### src/rtl/fpw_pkg.sv
package fpw_pkg;
  localparam int ADDR_W = 24;

  localparam logic [7:0] OP_PROG = 8'h02;
  localparam logic [7:0] OP_WREN = 8'h06;
  localparam logic [7:0] OP_STAT = 8'h05;
  localparam logic [7:0] OP_FILL = 8'h00;

  typedef enum logic [3:0] {
    S_IDLE, S_STAT_CMD, S_STAT_RD, S_WREN, S_OP,
    S_A2, S_A1, S_A0, S_DATA, S_GAP, S_DONE
  } fpw_state_e;
endpackage

### src/rtl/fpw_range.sv
module fpw_range import fpw_pkg::*; #(
  parameter int LEN_W     = 25,
  parameter int DEV_BYTES = 1 << 20
) (
  input  logic [ADDR_W-1:0] addr_i,
  input  logic [LEN_W-1:0]  len_i,
  output logic              zero_o,
  output logic              over_o
);
  localparam int SUM_W = ((LEN_W > ADDR_W) ? LEN_W : ADDR_W) + 1;

  logic [SUM_W-1:0] end_w;

  assign end_w  = SUM_W'(addr_i) + SUM_W'(len_i);
  assign zero_o = (len_i == '0);
  assign over_o = (end_w > SUM_W'(DEV_BYTES));
endmodule

### src/rtl/fpw_chunk.sv
module fpw_chunk #(
  parameter int PAGE_W = 8,
  parameter int LEN_W  = 25
) (
  input  logic [PAGE_W-1:0] off_i,
  input  logic [LEN_W-1:0]  rem_i,
  output logic [PAGE_W:0]   chunk_o
);
  localparam int PAGE = 1 << PAGE_W;

  logic [PAGE_W:0] room_w;

  // room to the next page boundary
  assign room_w  = (PAGE_W+1)'(PAGE) - {1'b0, off_i};
  assign chunk_o = (rem_i < LEN_W'(room_w)) ? rem_i[PAGE_W:0] : room_w;
endmodule

### src/rtl/flash_page_writer.sv
module flash_page_writer import fpw_pkg::*; #(
  parameter int         PAGE_W    = 8,
  parameter int         LEN_W     = 25,
  parameter int         DEV_BYTES = 1 << 20,
  parameter logic [7:0] BUSY_MASK = 8'h01
) (
  input  logic              clk_i,
  input  logic              rst_ni,
  input  logic              req_valid_i,
  output logic              req_ready_o,
  input  logic [ADDR_W-1:0] req_addr_i,
  input  logic [LEN_W-1:0]  req_len_i,
  output logic              done_o,
  output logic              err_o,
  output logic [LEN_W-1:0]  count_o,
  input  logic              dat_valid_i,
  output logic              dat_ready_o,
  input  logic [7:0]        dat_i,
  output logic              spi_cs_o,
  output logic              spi_tx_valid_o,
  input  logic              spi_tx_ready_i,
  output logic [7:0]        spi_tx_o,
  input  logic [7:0]        spi_rx_i
);
  localparam int CHUNK_W = PAGE_W + 1;

  fpw_state_e          state_q, nxt_q;
  logic [ADDR_W-1:0]   addr_q;
  logic [LEN_W-1:0]    rem_q, count_q, len_q;
  logic [CHUNK_W-1:0]  chunk_q, chunk_w;
  logic                err_q;
  logic                zero_w, over_w, req_fire, fire, busy_w;

  fpw_range #(.LEN_W(LEN_W), .DEV_BYTES(DEV_BYTES)) u_range (
    .addr_i (req_addr_i),
    .len_i  (req_len_i),
    .zero_o (zero_w),
    .over_o (over_w)
  );

  fpw_chunk #(.PAGE_W(PAGE_W), .LEN_W(LEN_W)) u_chunk (
    .off_i   (addr_q[PAGE_W-1:0]),
    .rem_i   (rem_q),
    .chunk_o (chunk_w)
  );

  assign req_ready_o = (state_q == S_IDLE);
  assign req_fire    = req_valid_i & req_ready_o;
  assign done_o      = (state_q == S_DONE);
  assign err_o       = err_q;
  assign count_o     = count_q;
  assign busy_w      = |(spi_rx_i & BUSY_MASK);

  always_comb begin
    spi_tx_valid_o = 1'b1;
    spi_tx_o       = 8'h00;
    unique case (state_q)
      S_STAT_CMD: spi_tx_o = OP_STAT;
      S_STAT_RD:  spi_tx_o = OP_FILL;
      S_WREN:     spi_tx_o = OP_WREN;
      S_OP:       spi_tx_o = OP_PROG;
      S_A2:       spi_tx_o = addr_q[23:16];
      S_A1:       spi_tx_o = addr_q[15:8];
      S_A0:       spi_tx_o = addr_q[7:0];
      S_DATA: begin
        spi_tx_valid_o = dat_valid_i;
        spi_tx_o       = dat_i;
      end
      default:    spi_tx_valid_o = 1'b0;
    endcase
  end

  assign spi_cs_o    = !(state_q inside {S_IDLE, S_GAP, S_DONE});
  assign fire        = spi_tx_valid_o & spi_tx_ready_i;
  assign dat_ready_o = (state_q == S_DATA) & spi_tx_ready_i;

  always_ff @(posedge clk_i or negedge rst_ni) begin
    if (!rst_ni) begin
      state_q <= S_IDLE;
      nxt_q   <= S_IDLE;
      addr_q  <= '0;
      rem_q   <= '0;
      len_q   <= '0;
      count_q <= '0;
      chunk_q <= '0;
      err_q   <= 1'b0;
    end else begin
      unique case (state_q)
        S_IDLE: if (req_fire) begin
          addr_q  <= req_addr_i;
          rem_q   <= req_len_i;
          len_q   <= req_len_i;
          count_q <= '0;
          err_q   <= over_w;
          state_q <= (zero_w || over_w) ? S_DONE : S_STAT_CMD;
        end
        S_STAT_CMD: if (fire) state_q <= S_STAT_RD;
        S_STAT_RD: if (fire) begin
          nxt_q   <= busy_w ? S_STAT_CMD : S_WREN;
          state_q <= S_GAP;
        end
        S_WREN: if (fire) begin
          nxt_q   <= S_OP;
          state_q <= S_GAP;
        end
        S_OP: if (fire) begin
          chunk_q <= chunk_w;
          state_q <= S_A2;
        end
        S_A2: if (fire) state_q <= S_A1;
        S_A1: if (fire) state_q <= S_A0;
        S_A0: if (fire) state_q <= S_DATA;
        S_DATA: if (fire) begin
          addr_q  <= addr_q + 1'b1;
          rem_q   <= rem_q - 1'b1;
          count_q <= count_q + 1'b1;
          chunk_q <= chunk_q - 1'b1;
          if (chunk_q == CHUNK_W'(1)) begin
            nxt_q   <= (rem_q == LEN_W'(1)) ? S_DONE : S_STAT_CMD;
            state_q <= S_GAP;
          end
        end
        S_GAP:  state_q <= nxt_q;
        S_DONE: state_q <= S_IDLE;
        default: state_q <= S_IDLE;
      endcase
    end
  end

  AST_NO_PAGE_CROSS: assert property (@(posedge clk_i) disable iff (!rst_ni)
    (state_q == S_DATA && fire && chunk_q != CHUNK_W'(1)) |->
      (&addr_q[PAGE_W-1:0]) == 1'b0);

  AST_TX_HOLD: assert property (@(posedge clk_i) disable iff (!rst_ni)
    (spi_tx_valid_o && !spi_tx_ready_i && state_q != S_DATA) |=>
      (spi_tx_valid_o && $stable(spi_tx_o)));

  AST_COUNT_BOUND: assert property (@(posedge clk_i) disable iff (!rst_ni)
    (state_q != S_IDLE) |-> (count_q <= len_q));

  AST_ZERO_LEN: assert property (@(posedge clk_i) disable iff (!rst_ni)
    (req_fire && req_len_i == '0) |=>
      (done_o && count_o == '0 && !err_o && !spi_cs_o));

  AST_REJECT: assert property (@(posedge clk_i) disable iff (!rst_ni)
    (req_fire && over_w) |=> (done_o && err_o && !spi_cs_o));
endmodule

### config.mk
export PLATFORM = sky130hd
export DESIGN_NAME = flash_page_writer
export DESIGN_NICKNAME = d
export VERILOG_FILES = /design/src/rtl/fpw_pkg.sv /design/src/rtl/fpw_range.sv /design/src/rtl/fpw_chunk.sv /design/src/rtl/flash_page_writer.sv
export SDC_FILE = /design/constraint.sdc
export NUM_CORES = 1
export LEC_CHECK = 0
export ABC_AREA = 1
export ABC_CLOCK_PERIOD_IN_PS = 6400
export BUFFER_PORTS_ARGS = -buffer_cell sky130_fd_sc_hd__buf_2
export CORE_UTILIZATION = 45
export CTS_CLUSTER_SIZE = 12
export DETAILED_ROUTE_END_ITERATION = 10
export GPL_ROUTABILITY_DRIVEN = 0
export PLACE_DENSITY_LB_ADDON = 0.15
export SYNTH_ARGS = -nofsm -noshare
export SYNTH_HDL_FRONTEND = slang
export SYNTH_SLANG_ARGS = --single-unit
export TNS_END_PERCENT = 30
### constraint.sdc
create_clock -name clk_i -period 6.4 [get_ports clk_i]
set_input_delay 0 -clock clk_i [delete_from_list [all_inputs] [get_ports clk_i]]
set_output_delay 0 -clock clk_i [all_outputs]
set_load 0.02 [all_outputs]
==> After elaboration in Yosys (flattened, before gate mapping) <==
Cells that the tools add are included.
{ "totals": {"ff_bits": 92, "wordCells": 89, "input_bits": 70, "output_inout_bits": 39} }
{ "classes": {"add_sub_neg": 6, "n_reduce_logical": 15, "n_bitwise": 3, "magnitude_cmp": 2, "eq_ne": 23, "muxes": 33} }
{ "ops": {"columns": ["op", "n"], "rows": [
  ["two-way mux 25 bit", 4],
  ["case mux 25 bit (2 select lines)", 2],
  ["two-way mux 4 bit", 15],
  ["case mux 8 bit (7 select lines)", 1],
  ["two-way mux 24 bit", 2],
  ["case mux 24 bit (2 select lines)", 1],
  ["case mux 4 bit (9 select lines)", 1],
  ["two-way mux 9 bit", 3],
  ["adder 24 x 25 -> 26 bit", 1],
  ["greater-than comparator 26 x 21 -> 1 bit (second input constant)", 1],
  ["adder 25 x 1 -> 25 bit (second input constant)", 1],
  ["equality test 25 x 1 -> 1 bit (second input constant)", 1],
  ["zero test 25 bit", 1],
  ["less-than comparator 25 x 9 -> 1 bit", 1],
  ["subtractor 25 x 1 -> 25 bit (second input constant)", 1],
  ["adder 24 x 1 -> 24 bit (second input constant)", 1],
  ["case mux 9 bit (2 select lines)", 1],
  ["equality test 4 x 3 -> 1 bit (second input constant)", 4],
  ["inequality test 2 bit (second input constant)", 8],
  ["equality test 4 bit (second input constant)", 3],
  ["case mux 4 bit (3 select lines)", 1],
  ["equality test 9 x 1 -> 1 bit (second input constant)", 1],
  ["AND reduction 9 bit", 1],
  ["subtractor 9 x 1 -> 9 bit (second input constant)", 1],
  ["other kinds (17)", 25]
]} }

==> Longest topological paths before layout <==
{ "depth": {"depth_word": 6, "mapped_depth": 22, "ltp_nobuf": 22} }

==> Cells and area by module <==
From an unflattened synthesis, not the netlist that was laid out.
{ "hier_totals": {"hier_cells": 1556, "hier_area_um2": 9136.3} }
{ "by_module_without_submodules": {"columns": ["mod", "n_inst", "cells_per_inst", "seq_area_each_um2", "area_each_um2"], "rows": [
  ["flash_page_writer", 1, 1078, 2302.2, 6736.5],
  ["fpw_range", 1, 368, 0.0, 1824.2],
  ["fpw_chunk", 1, 110, 0.0, 575.6]
]} }

==> Least setup slack after synthesis <==
Ideal clock, no wire load.
{ "synth_timing": {"kind": "flip-flop to flip-flop", "from": "register addr_q[2]", "to": "register chunk_q[3]", "path_buffers": 2, "arrival_ns": 2.471, "required_time_ns": 6.279, "period_less_slack_ns": 2.592, "path_stages_with_launch": 15, "setup_time_ns": 0.121, "setup_slack_ns": 3.808, "path_cell_list": "dfrtp_1 > buf_4 > nor3_1 > nand3_1 > nor3_1 > xor2_1 > ha_1 > nand2_1 > nor2_1 > o211ai_1 > o2111ai_1 > nor2_1 > buf_2 > o211ai_1 > a22o_1"} }
{ "synth_via": {"elab_chain_cells": 5} }
{ "synth_rtl": {"columns": ["item", "line", "text"], "rows": [
  ["start, declared", "flash_page_writer.sv:28", "logic [ADDR_W-1:0] addr_q;"],
  ["start signal, assigned", "flash_page_writer.sv:90", "addr_q <= req_addr_i;"],
  ["start signal, assigned", "flash_page_writer.sv:114", "addr_q <= addr_q + 1'b1;"],
  ["subtractor 9 x 8 -> 9 bit (*)", "fpw_chunk.sv:14", "assign room_w = (PAGE_W+1)'(PAGE) - {1'b0, off_i};"],
  ["less-than comparator 25 x 9 -> 1 bit", "fpw_chunk.sv:15", "assign chunk_o = (rem_i < LEN_W'(room_w)) ? rem_i[PAGE_W:0] : room_w;"],
  ["two-way mux 9 bit (*)", "fpw_chunk.sv:15", null],
  ["two-way mux 9 bit (*)", "flash_page_writer.sv:106", "S_OP: if (fire) begin"],
  ["case mux 9 bit (2 select lines) (*)", "flash_page_writer.sv:88", "unique case (state_q)"],
  ["end signal, assigned", "flash_page_writer.sv:107", "chunk_q <= chunk_w;"],
  ["end signal, assigned", "flash_page_writer.sv:117", "chunk_q <= chunk_q - 1'b1;"],
  ["end, declared", "flash_page_writer.sv:30", "logic [CHUNK_W-1:0] chunk_q, chunk_w;"]
]} }
Every way passes the cells marked *; elsewhere a longest branch is shown, timed or not. The select of a mux whose other input is x is not followed.
A chain may end at the register's enable or synchronous reset.

==> Worst setup path in the final report <==
{ "layout_timing": {"from": "register state_q[1]", "to": "register count_q[16] (netlist: count_o[16])"} }
{ "layout_via": {"elab_chain_cells": 6, "elab_cells_between_ends": 18, "cone_classes": "eq/ne: 10; mux: 2; bitwise: 2; reduce/logical: 4"} }
{ "layout_rtl": {"columns": ["item", "line", "text"], "rows": [
  ["start, declared", "flash_page_writer.sv:27", "fpw_state_e state_q, nxt_q;"],
  ["start signal, assigned", "flash_page_writer.sv:95", "state_q <= (zero_w || over_w) ? S_DONE : S_STAT_CMD;"],
  ["start signal, assigned", "flash_page_writer.sv:123", "S_GAP: state_q <= nxt_q;"],
  ["equality test 4 x 3 -> 1 bit (tied with other cells)", "flash_page_writer.sv:57", "unique case (state_q)"],
  ["OR reduction 7 bit (no line)", null, null],
  ["case mux 1 bit (2 select lines)", "flash_page_writer.sv:57", null],
  ["AND 1 bit", "flash_page_writer.sv:74", "assign fire = spi_tx_valid_o & spi_tx_ready_i;"],
  ["inequality test 2 bit (no line)", null, null],
  ["AND reduction 3 bit (no line)", null, null],
  ["end signal, assigned", "flash_page_writer.sv:116", "count_q <= count_q + 1'b1;"],
  ["end, declared", "flash_page_writer.sv:29", "logic [LEN_W-1:0] rem_q, count_q, len_q;"]
]} }
Several ways; a longest one is shown, not always the timed one.

==> results.toml <==
[timing]
finalWorstSetupSlack_ps = 2930
worst_pin_slew_ps = 860
final_max_slew_viol_count = 0
fin_crit_sh_pct = 54.2
slew_headroom_pct = 42.7
fin_setup_tns_ps = 0
setup_viol = 0
finalCriticalPeriod_ps = 3470
whs_ps = 3.40
finalHoldViolations = 0
timing.fmax_ghz = 0.288
rsz0062_at_grt = "no"
finClkSkew_ps = 9.32

[setup_path]
startpoint_type = "flop"
reg2reg_slack_ps = 2930
cp.required_ps = 6630
path_class = "flop to flop"
path_max_fanout = 81
r2r-start = "state_q[1]"
r2r_end = "count_o[16]"
crit_arrival_ps = 3700
critPathCaptureType = "flop"
r2r_cells = 10

[floorplan]
die_h_um = 135
std_cell_rows = 48
io_pins = 109
die_w_um = 135
initial_core_util_pct = 46.2
core_um2 = 17300
die_area_um2 = 18300

[synthesis]
async_flop_share_pct = 100
synth_fa_ha_area_share_pct = 6.35
synth_top_family_by_area = "simple AND/OR/NAND/NOR gates"
synthSimpleGateAreaFrac_pct = 32.7
syn_nets = 1330
synth_cells = 1220
synth-seq-cells = 92
ys.flop_type = "dfrtp_1"
synth_edf_count = 0
syn-mean-instance-area_um2 = 6.55
synthMuxAreaShare_pct = 0
ys_seq_area_share_pct = 28.8
yosys_warnings = 0
synth_xor_area_share_pct = 3.62
synth.cell_area_um2 = 7990
yosysUniqueCellTypes = 52
synth_compound_area_share_pct = 18.9

[cts]
post_cts_buffers = 0
cts_tree = "done"
clockBufferDepth = 2
insertion_delay_ps = 350
ctsHoldBuffers = 16
numCtsBuffers = 9
cts.sinks = 92
clk_pin_slew_ps = 70
htreeDepth = 3
root_buffer = "clkbuf_16"
ctsResizeCount = 0

[power_and_ir_drop]
power_w = 0.00341
combPwrFrac_pct = 53.4
power.share.switching_pct = 50.5
intPower_w = 0.00169
seq_power_share_pct = 31.2
power_frac_clock_pct = 15.4
p_leak_nw = 4.49
power_switching_w = 0.00172
vdd_drop_max_mv = 0.346
powerDensity_nw_per_um2 = 373

[drt]
drt_wl_total_um = 23600
drt_iter0_drc = 645
drc_errors = 0
drt_pass1_iterations = 7
ant_nets = 0
wire_per_inst_um = 15.2
num_vias = 8451
routed_via_density = 5.45

[global_routing]
track_usage_pct = 26.5
grt_pass1_wl_um = 38400
grt-ovfl-total = 0
grt_pass1_vias = 7786
grt_max_degree = 86
antenna_found_initial = 0

[worst_hold_path]
min_path_type = "primary input to flop"
min_from = "req_len_i[10]"
min_delay_worst_endpoint = "rem_q[10]"
hold_depth = 5

[placed_design]
dp_hpwl_um = 18000
place_ws_ps = 2930
io_buffers = 101

[finish]
drive_above_1_share_pct = 12.4
syn_to_final_growth_pct = 14.2
fillers = 1775
antenna_cells = 0
final_core_util_pct = 52.8
final_net_count = 1431

[flow_run]
maxCapViolCount = 0

[outcome]
status = "complete, no violations"
## cell usage after synthesis (4+ instances only)
cell	count	share of area [%]
nand2_1	293	14
inv_1	166	7.8
nor2_1	141	6.6
dfrtp_1	92	29
o21ai_0	91	5.7
a21oi_1	77	4.8
nand3_1	56	3.5
ha_1	39	6.1
nor3_1	31	1.9
xor2_1	28	3.1
clkbuf_1	22	1.0
nand4_1	18	1.4
o22ai_1	17	1.3
nor2_2	11	0.86
o21ai_1	11	0.69
nor4_1	10	0.78
a221oi_1	8	0.88
a22oi_1	8	0.75
a31oi_1	8	0.63
o211ai_1	8	0.75
o31ai_1	7	0.66
inv_2	6	0.28
a22o_1	5	0.55
buf_2	5	0.31
nand2_2	5	0.39
nand3_2	5	0.63
nand3b_1	5	0.47
nor2_4	5	0.70
xnor2_1	5	0.55
o2111ai_1	4	0.44
## per-stage QoR
step / cells / cell area, um2
2_1_floorplan: 1220 / 7990
3_3_place_gp: 1519 / 8680
3_5_place_dp: 1519 / 8680
4_1_cts: 1551 / 9130
5_1_grt: 1551 / 9130
6_report: 1551 / 9130
## layer usage
metal	share of wire [%]	track usage [%]	vias to the layer above
li1	-	-	4266
met1	47	36.6	3923
met2	46	43.8	238
met3	5.8	3.40	24
met4	1.4	6.37	0
met5	0	0	-
## area by class of cell
cell class	instances	area, um2	area share, %
Multi-Input combinational cell	925	4920	53.9
Sequential cell	92	2300	25.2
Timing Repair Buffer	120	691	7.57
Inverter	173	651	7.13
Tap cell	225	282	3.08
Clock buffer	9	225	2.47
Clock inverter	7	60.1	0.658
## power groups by stage
stage               Sequential, W  Clock, W  Combinational [W]
floorplan                0.000999         0            0.00139
global placement          0.00106         0            0.00177
detailed placement        0.00107         0            0.00179
CTS                       0.00106  0.000532            0.00181
global route              0.00110  0.000552            0.00207
finish                    0.00106  0.000525            0.00182
## cell usage in the layout, fill, tap and decap left out, types with 17 or more instances in the layout
cell	instances
o21ai_0	91
nand3_1	56
nand4_1	18
ha_1	39
o22ai_1	17
buf_2	100
a21oi_1	77
xor2_1	28
inv_1	166
nand2_1	293
nor2_1	141
dfrtp_1	92
nor3_1	31
## worst max-delay path, stage by stage (launching register included)
cell	delay, ps
dfrtp_1	500
nor2_4	190
nand2_4	360
nor2_2	330
nand2_2	110
nand2_4	600
inv_2	450
nor4_2	380
inv_1	130
o21ai_1	190
a2bb2oi_1	90
## cells by family (layout without fill, tap and decap cells)
| group | count (synthesis) | count (layout) |
|---|---|---|
| and+or+nand+nor | 593 | 593 |
| AOI/OAI and AO/OA | 259 | 259 |
| buffers and inverters | 203 | 309 |
| DFF | 92 | 92 |
| adders and majority gates | 40 | 40 |
| xor gates and xnor gates | 33 | 33 |
## how the worst max path moves through the flow
stage                  endpoint        from  slack (ps)  cells after the start
floorplan            chunk_q[3]   addr_q[2]        3810                     14
detailed placement  count_o[24]  state_q[1]        2930                     12
global placement    count_o[24]  state_q[1]        3000                     12
finish              count_o[16]  state_q[1]        2930                     10
CTS                 count_o[24]  state_q[1]        2930                     10
global route         chunk_q[8]   addr_q[2]        2550                     14
## sequential cells by signal, indices dropped and copies added (netlist names)
| register | flops |
|---|---|
| rem_q | 25 |
| state_q | 4 |
| addr_q | 24 |
| err_o | 1 |
| nxt_q | 4 |
| chunk_q | 9 |
| count_o | 25 |
Note: power is estimated with default switching activity, not from simulation.
